[src/rtl/prio_intc_pkg.sv]
package prio_intc_pkg;
  localparam int PINS     = 8;
  localparam int PIN_W    = $clog2(PINS);
  localparam int DATA_W   = 8;
  localparam int CASC_PIN = 2;
  localparam int SPUR_PIN = PINS - 1;

  typedef enum logic [1:0] {
    ST_IDLE,
    ST_BASE,
    ST_CASC,
    ST_MODE
  } icwStep_t;

  // strobes and mode flags from control to datapath
  typedef struct packed {
    logic              initClr;
    logic              maskLoad;
    logic              eoiGo;
    logic              eoiSpecific;
    logic              eoiRotate;
    logic [PIN_W-1:0]  eoiPin;
    logic              prioLoad;
    logic [PIN_W-1:0]  prioVal;
    logic              ackGo;
    logic [PIN_W-1:0]  ackPin;
    logic              ready;
    logic              aeoi;
    logic              rotate;
    logic              smm;
    logic              sfn;
    logic              readIsr;
    logic              pollMode;
    logic [DATA_W-1:0] data;
  } dpCtrl_t;
endpackage

[src/rtl/prio_scan.sv]
module prio_scan #(
  parameter int PINS = 8
) (
  input  logic [PINS-1:0]         cand,
  input  logic [PINS-1:0]         stop,
  input  logic [$clog2(PINS)-1:0] lowPrio,
  output logic                    valid,
  output logic [$clog2(PINS)-1:0] pin
);
  localparam int PW = $clog2(PINS);

  always_comb begin
    logic          halted;
    logic [PW-1:0] idx;
    halted = 1'b0;
    idx    = '0;
    valid  = 1'b0;
    pin    = '0;
    for (int k = 0; k < PINS; k++) begin
      idx = PW'((int'(lowPrio) + 1 + k) % PINS);
      if (!valid && !halted) begin
        if (stop[idx]) begin
          halted = 1'b1;
        end else if (cand[idx]) begin
          valid = 1'b1;
          pin   = idx;
        end
      end
    end
  end
endmodule

[src/rtl/prio_intc_ctrl.sv]
module prio_intc_ctrl
  import prio_intc_pkg::*;
#(
  parameter bit IS_MASTER = 1'b1
) (
  input  logic              clk,
  input  logic              rstN,
  input  logic              wrEn,
  input  logic              rdEn,
  input  logic              addr,
  input  logic [DATA_W-1:0] wrData,
  input  logic              ackEn,
  input  logic [PIN_W-1:0]  ackPin,
  input  logic              eligValid,
  input  logic [PIN_W-1:0]  eligPin,
  output dpCtrl_t           strb,
  output logic              ready,
  output logic [DATA_W-1:0] vecBase
);
  icwStep_t step;
  logic aeoi, rotate, smm, sfn, readIsr, poll;

  logic cmdWr, dataWr, startHit, ocw2Hit, ocw3Hit, pollAck;

  assign cmdWr    = wrEn & ~addr;
  assign dataWr   = wrEn & addr;
  assign startHit = cmdWr & wrData[4];
  assign ocw2Hit  = cmdWr & ~wrData[4] & ~wrData[3] & ready;
  assign ocw3Hit  = cmdWr & ~wrData[4] & wrData[3] & ready;
  assign pollAck  = rdEn & ~addr & poll & eligValid;

  always_comb begin
    strb             = '0;
    strb.initClr     = startHit;
    strb.maskLoad    = dataWr & (step == ST_IDLE);
    strb.eoiGo       = ocw2Hit & wrData[5];
    strb.eoiSpecific = wrData[6];
    strb.eoiRotate   = wrData[7];
    strb.eoiPin      = wrData[PIN_W-1:0];
    strb.prioLoad    = ocw2Hit & ~wrData[5] & wrData[6] & wrData[7];
    strb.prioVal     = wrData[PIN_W-1:0];
    strb.ackGo       = pollAck | (ackEn & ready);
    strb.ackPin      = pollAck ? eligPin : ackPin;
    strb.ready       = ready;
    strb.aeoi        = aeoi;
    strb.rotate      = rotate;
    strb.smm         = smm;
    strb.sfn         = sfn;
    strb.readIsr     = readIsr;
    strb.pollMode    = poll;
    strb.data        = wrData;
  end

  always_ff @(posedge clk) begin
    if (!rstN) begin
      step    <= ST_IDLE;
      ready   <= 1'b0;
      aeoi    <= 1'b0;
      rotate  <= 1'b0;
      smm     <= 1'b0;
      sfn     <= 1'b0;
      readIsr <= 1'b0;
      poll    <= 1'b0;
      vecBase <= '0;
    end else if (startHit) begin
      ready   <= 1'b0;
      step    <= (!wrData[1] && wrData[0]) ? ST_BASE : ST_IDLE;
      aeoi    <= 1'b0;
      rotate  <= 1'b0;
      smm     <= 1'b0;
      sfn     <= 1'b0;
      readIsr <= 1'b0;
      poll    <= 1'b0;
    end else begin
      if (dataWr) begin
        unique case (step)
          ST_BASE: begin
            vecBase <= {wrData[DATA_W-1:PIN_W], PIN_W'(0)};
            step    <= ST_CASC;
          end
          ST_CASC: step <= ST_MODE;
          ST_MODE: begin
            if (wrData[0]) begin
              aeoi  <= wrData[1];
              sfn   <= wrData[4] & IS_MASTER;
              ready <= 1'b1;
              step  <= ST_IDLE;
            end
          end
          default: ;
        endcase
      end
      if (rdEn && !addr && poll) poll <= 1'b0;
      if (ocw2Hit) rotate <= wrData[7];
      if (ocw3Hit) begin
        if (wrData[6]) smm <= wrData[5];
        if (wrData[1]) begin
          readIsr <= wrData[0];
          poll    <= wrData[2];
        end
      end
    end
  end
endmodule

[src/rtl/prio_intc_dp.sv]
module prio_intc_dp
  import prio_intc_pkg::*;
(
  input  logic              clk,
  input  logic              rstN,
  input  dpCtrl_t           strb,
  input  logic [PINS-1:0]   irqIn,
  input  logic              rdEn,
  input  logic              rdAddr,
  output logic [PINS-1:0]   irr,
  output logic [PINS-1:0]   isr,
  output logic [PINS-1:0]   imr,
  output logic              eligValid,
  output logic [PIN_W-1:0]  eligPin,
  output logic [DATA_W-1:0] rdData
);
  localparam logic [PINS-1:0] ONE = PINS'(1);

  logic [PIN_W-1:0] lowPrio;
  logic [PINS-1:0]  blocked, reqCand, isrCand, eoiHot, ackHot, capture;
  logic             isrTopValid, eoiDo, ackClr, ackSet;
  logic [PIN_W-1:0] isrTopPin, eoiTarget;

  always_comb begin
    if (strb.smm)      blocked = '0;
    else if (strb.sfn) blocked = isr & ~(ONE << CASC_PIN);
    else               blocked = isr;
  end

  assign reqCand = irr & ~imr;
  assign isrCand = strb.smm ? (isr & ~imr) : isr;

  prio_scan #(.PINS(PINS)) u_reqScan (
    .cand(reqCand), .stop(blocked), .lowPrio(lowPrio),
    .valid(eligValid), .pin(eligPin)
  );

  prio_scan #(.PINS(PINS)) u_isrScan (
    .cand(isrCand), .stop('0), .lowPrio(lowPrio),
    .valid(isrTopValid), .pin(isrTopPin)
  );

  assign eoiTarget = strb.eoiSpecific ? strb.eoiPin : isrTopPin;
  assign eoiDo     = strb.eoiGo & (strb.eoiSpecific | isrTopValid);
  assign eoiHot    = eoiDo ? (ONE << eoiTarget) : '0;
  assign ackClr    = strb.ackGo & ~irqIn[strb.ackPin];
  assign ackSet    = strb.ackGo & ~strb.aeoi;
  assign ackHot    = ONE << strb.ackPin;
  assign capture   = strb.ready ? irqIn : '0;

  always_ff @(posedge clk) begin
    if (!rstN || strb.initClr) begin
      irr     <= '0;
      isr     <= '0;
      imr     <= '0;
      lowPrio <= PIN_W'(SPUR_PIN);
    end else begin
      irr <= (irr | capture) & ~(ackClr ? ackHot : '0);
      isr <= (isr & ~eoiHot) | (ackSet ? ackHot : '0);
      if (strb.maskLoad) imr <= strb.data[PINS-1:0];
      if (strb.ackGo && strb.aeoi && strb.rotate) lowPrio <= strb.ackPin;
      else if (eoiDo && strb.eoiRotate)           lowPrio <= eoiTarget;
      else if (strb.prioLoad)                     lowPrio <= strb.prioVal;
    end
  end

  always_comb begin
    if (!rdEn)              rdData = '0;
    else if (rdAddr)        rdData = imr;
    else if (strb.pollMode) rdData = eligValid ? {1'b1, {(DATA_W-1-PIN_W){1'b0}}, eligPin} : '0;
    else if (strb.readIsr)  rdData = isr;
    else                    rdData = irr;
  end
endmodule

[src/rtl/prio_intc.sv]
module prio_intc
  import prio_intc_pkg::*;
#(
  parameter bit IS_MASTER = 1'b1
) (
  input  logic              clk,
  input  logic              rstN,
  input  logic              wrEn,
  input  logic              rdEn,
  input  logic              addr,
  input  logic [DATA_W-1:0] wrData,
  output logic [DATA_W-1:0] rdData,
  input  logic [PINS-1:0]   irqIn,
  input  logic              ackEn,
  input  logic [PIN_W-1:0]  ackPin,
  output logic              intOut,
  output logic [DATA_W-1:0] vecOut
);
  dpCtrl_t           strb;
  logic              ready, eligValid;
  logic [PIN_W-1:0]  eligPin;
  logic [DATA_W-1:0] vecBase;
  logic [PINS-1:0]   irr, isr, imr;

  prio_intc_ctrl #(.IS_MASTER(IS_MASTER)) u_ctrl (
    .clk(clk), .rstN(rstN), .wrEn(wrEn), .rdEn(rdEn), .addr(addr),
    .wrData(wrData), .ackEn(ackEn), .ackPin(ackPin),
    .eligValid(eligValid), .eligPin(eligPin),
    .strb(strb), .ready(ready), .vecBase(vecBase)
  );

  prio_intc_dp u_dp (
    .clk(clk), .rstN(rstN), .strb(strb), .irqIn(irqIn),
    .rdEn(rdEn), .rdAddr(addr),
    .irr(irr), .isr(isr), .imr(imr),
    .eligValid(eligValid), .eligPin(eligPin), .rdData(rdData)
  );

  assign intOut = ready & eligValid;
  assign vecOut = vecBase | DATA_W'(eligValid ? eligPin : PIN_W'(SPUR_PIN));
endmodule

[config.mk]
export PLATFORM = sky130hd
export DESIGN_NAME = prio_intc
export DESIGN_NICKNAME = d
export VERILOG_FILES = /design/src/rtl/prio_intc_pkg.sv /design/src/rtl/prio_scan.sv /design/src/rtl/prio_intc_ctrl.sv /design/src/rtl/prio_intc_dp.sv /design/src/rtl/prio_intc.sv
export SDC_FILE = /design/constraint.sdc
export NUM_CORES = 1
export LEC_CHECK = 0
export BUFFER_PORTS_ARGS = -buffer_cell sky130_fd_sc_hd__buf_2
export CAP_MARGIN = 0
export CELL_PAD_IN_SITES_DETAIL_PLACEMENT = 2
export CELL_PAD_IN_SITES_GLOBAL_PLACEMENT = 2
export CORE_UTILIZATION = 30
export DETAILED_ROUTE_END_ITERATION = 10
export HOLD_SLACK_MARGIN = 0.12
export MAX_ROUTING_LAYER = met4
export PLACE_DENSITY_LB_ADDON = 0.1
export SYNTH_ARGS = -nofsm -noshare
export SYNTH_HDL_FRONTEND = slang
export SYNTH_HIERARCHICAL = 1
export SYNTH_SLANG_ARGS = --single-unit
[constraint.sdc]
create_clock -name clk -period 4.4 [get_ports clk]
set_clock_uncertainty 0.1 [all_clocks]
set_input_delay 0.44 -clock clk [delete_from_list [all_inputs] [get_ports clk]]
set_output_delay 0.44 -clock clk [all_outputs]
set_load 0.05 [all_outputs]
==> impl_metrics.env <==
export IMPL_synthAdderAreaFrac_pct=0.919
export IMPL_clock_sinks=41
export IMPL_clock_fmax_ghz=0.225
export IMPL_cp_end_kind="output port"
export IMPL_clk_latency_ns=0.29
export IMPL_synthSimpleGateAreaFrac_pct=27.5
export IMPL_setup_ws_ns=-0.0543
export IMPL_clockRootBuffer="clkbuf_16"
export IMPL_grt_util_met3_pct=2.63
export IMPL_layout_commonest_cell="buf_4"
export IMPL_vias_per_cell=5.78
export IMPL_worstPathArrival_ns=3.91
export IMPL_fin_tns_setup_ns=-0.0543
export IMPL_dp_hpwl_mm=16.9
export IMPL_antenna_found_initial=0
export IMPL_pwr_density_cell_nw_per_um2=132
export IMPL_ir_drop_mv=0.119
export IMPL_synth_top_family_by_area="simple AND/OR/NAND/NOR gates"
export IMPL_design_area_um2=6850
export IMPL_crit_fanout=7
export IMPL_netlist_instances=644
export IMPL_clkTransAtPathRegs_ns=0.07
export IMPL_die_height_um=137
export IMPL_place_gp_congestion=0.882
export IMPL_fp_dieW_um=137
export IMPL_synthFlopType="dfxtp_1"
export IMPL_synth_mux_area_share_pct=21.3
export IMPL_grt_use_met1_pct=32.5
export IMPL_area_delta_synth_final_pct=25.7
export IMPL_vias=5656
export IMPL_synth_compound_area_share_pct=23.0
export IMPL_grt_ovfl_total=0
export IMPL_totalWireLength_mm=22.4
export IMPL_antenna_cells=0
export IMPL_drt_pass1_iter_count=5
export IMPL_syn_area_per_cell_um2=8.46
export IMPL_grt_busiest_layer="met2"
export IMPL_io_buffers=41
export IMPL_synth_edf_count=0
export IMPL_drt_antenna_violating_nets=0
export IMPL_place_area_um2=6200
export IMPL_synth_seq_area_share_pct=15.1
export IMPL_finalCritPeriodShare_pct=101
export IMPL_core_um2=17500
export IMPL_start_util_pct=31.1
export IMPL_grt_max_degree=29
export IMPL_status="complete, but fails checks"
export IMPL_maxSlewHeadroom_pct=29.5
export IMPL_worstPathRequired_ns=3.86
export IMPL_cts_max_level=2
export IMPL_yosysUniqueCellTypes=71
export IMPL_ios=42
export IMPL_grt_pass1_wl_mm=34.8
export IMPL_violations="negative setup slack"
export IMPL_most_common_layout_cells="buf_4, conb_1, nor2_1, buf_2, dfxtp_1"
export IMPL_dr_first_iter_drc_count=285
export IMPL_timing_hold_violations_final=0
export IMPL_tightest_slew_ns=1.05
export IMPL_grtUsageTotal_pct=25.1
export IMPL_grt_pass1_vias=6094
export IMPL_rsz0062_at_grt="true"
export IMPL_holdWs_ns=0.321
export IMPL_startpoint_type="register"
export IMPL_fillers=1996
export IMPL_use_met2_pct=42.6
export IMPL_yosys_register_bits=41
export IMPL_worst_setup_path_type="reg2out"
export IMPL_synth_warnings=6
export IMPL_nets=783
export IMPL_stdcell_count=979
export IMPL_min_path_type="in2reg"
export IMPL_power_leakage_nw=2.74
export IMPL_num_rows=48
export IMPL_slew_viol_final=0
export IMPL_cts_tree="built"
export IMPL_synthXorXnorAreaFrac_pct=2.99
export IMPL_drc=0
export IMPL_min_period_ns=4.45
export IMPL_netlist_area_um2=5450
export IMPL_drv_cap=0
export IMPL_drive_gt1_share_pct=33.2
export IMPL_setup_viol=1
export IMPL_numCtsBuffers=5
export IMPL_wl_per_cell_um=22.9
export IMPL_dpl_cell_count=952
export IMPL_clock_path_buffers=2
export IMPL_dieArea_um2=18700
export IMPL_async_flop_share_pct=0
## power by group
| part | total, mW | switching [mW] | internal (mW) |
|---|---|---|---|
| Sequential | 0.384 | 0.00879 | 0.375 |
| Clock | 0.388 | 0.165 | 0.223 |
| Combinational | 0.135 | 0.0853 | 0.0500 |
## metrics by stage
step,setup slack (ns),util [%],power (mW)
after floorplan,0.0159,-,0.482
after global placement,-0.0354,35.4,0.511
after detailed placement,-0.184,35.4,0.514
after CTS,0.00748,37.8,0.903
after global routing,-0.190,39.0,0.943
final,-0.0543,39.0,0.907
## what timing repair did
item / in CTS / in global routing
pin swaps: 10 / 16
setup endpoints to repair: 25 / 25
gates cloned: 1 / 0
gates resized for setup: 44 / 48
hold buffers: 0 / 0
buffers inserted: 16 / 3
## critical path: stages, from the launching register on
cell and delay (ns):
dfxtp_4 0.41, clkinv_4 0.07, ha_4 0.31, buf_6 0.14
mux4_2 0.51, nor4b_1 0.17, nor4_2 0.33, a21oi_4 0.15
nor4_1 0.55, a211oi_2 0.08, o21ai_2 0.21, a21boi_0 0.11
a211o_1 0.27, a21boi_4 0.15, buf_6 0.17
## routing by layer
layer | up-vias | wire length [um]
met5 | - | 0
met4 | 0 | 153
met3 | 14 | 655
met2 | 95 | 11200
met1 | 2911 | 10300
li1 | 2636 | -
## synthesized netlist by cell type (12+ instances only)
master / instances / area share [%]
buf_2: 12 / 1.1
o21ai_0: 21 / 1.9
a31oi_1: 12 / 1.4
a21boi_0: 14 / 1.9
nor3_1: 31 / 2.8
mux2i_1: 28 / 5.1
nor3b_1: 20 / 2.8
nand2b_1: 12 / 1.4
mux4_2: 24 / 9.9
inv_1: 22 / 1.5
mux2_2: 16 / 3.3
nor2_1: 38 / 2.6
nand2_1: 38 / 2.6
buf_4: 29 / 4.0
nor2b_1: 27 / 3.1
dfxtp_1: 41 / 15
o211ai_1: 13 / 1.8
a21oi_1: 26 / 2.4
## sequential cells by signal, summed over array words and instances, names as in the netlist
signal / flops
u_dp/irr: 8
u_dp/isr: 8
u_dp/lowPrio: 3
u_ctrl/vecBase: 5
u_ctrl/aeoi: 1
u_ctrl/ready: 1
u_ctrl/readIsr: 1
u_ctrl/sfn: 1
u_ctrl/rotate: 1
u_ctrl/step: 2
u_ctrl/poll: 1
u_dp/imr: 8
u_ctrl/smm: 1
## final cells by class
class / instances / area, um^2 / share of cell area, %
Timing Repair Buffer: 121 / 925 / 13.5
Multi-Input combinational cell: 561 / 4570 / 66.7
Tap cell: 225 / 282 / 4.11
Sequential cell: 41 / 833 / 12.2
Clock inverter: 1 / 7.51 / 0.110
Inverter: 24 / 95.1 / 1.39
Clock buffer: 6 / 139 / 2.03
## kinds of logic (layout without fill, tap and decap cells)
kind of cell             Yosys count  in the layout
multiplexers                      74             74
AO/OA/AOI/OAI                    173            173
other                              2             48
adder cells (fa/ha/maj)            4              4
flip-flops                        41             41
buffers and inverters             88            152
AND/OR/NAND/NOR                  250            250
XOR/XNOR                          12             12
## final timing paths
kind	from	end	slack [ns]	cells after the start
setup / recovery	u_dp/lowPrio[0]	rdData[1]	-0.05	14
hold / removal	irqIn[2]	u_dp/irr[2]	0.32	3
setup reg to reg	u_dp/lowPrio[0]	u_dp/isr[7]	0.06	16
hold reg to reg	u_dp/irr[3]	u_dp/irr[3]	0.40	2
(Power assumes the default switching activity.)
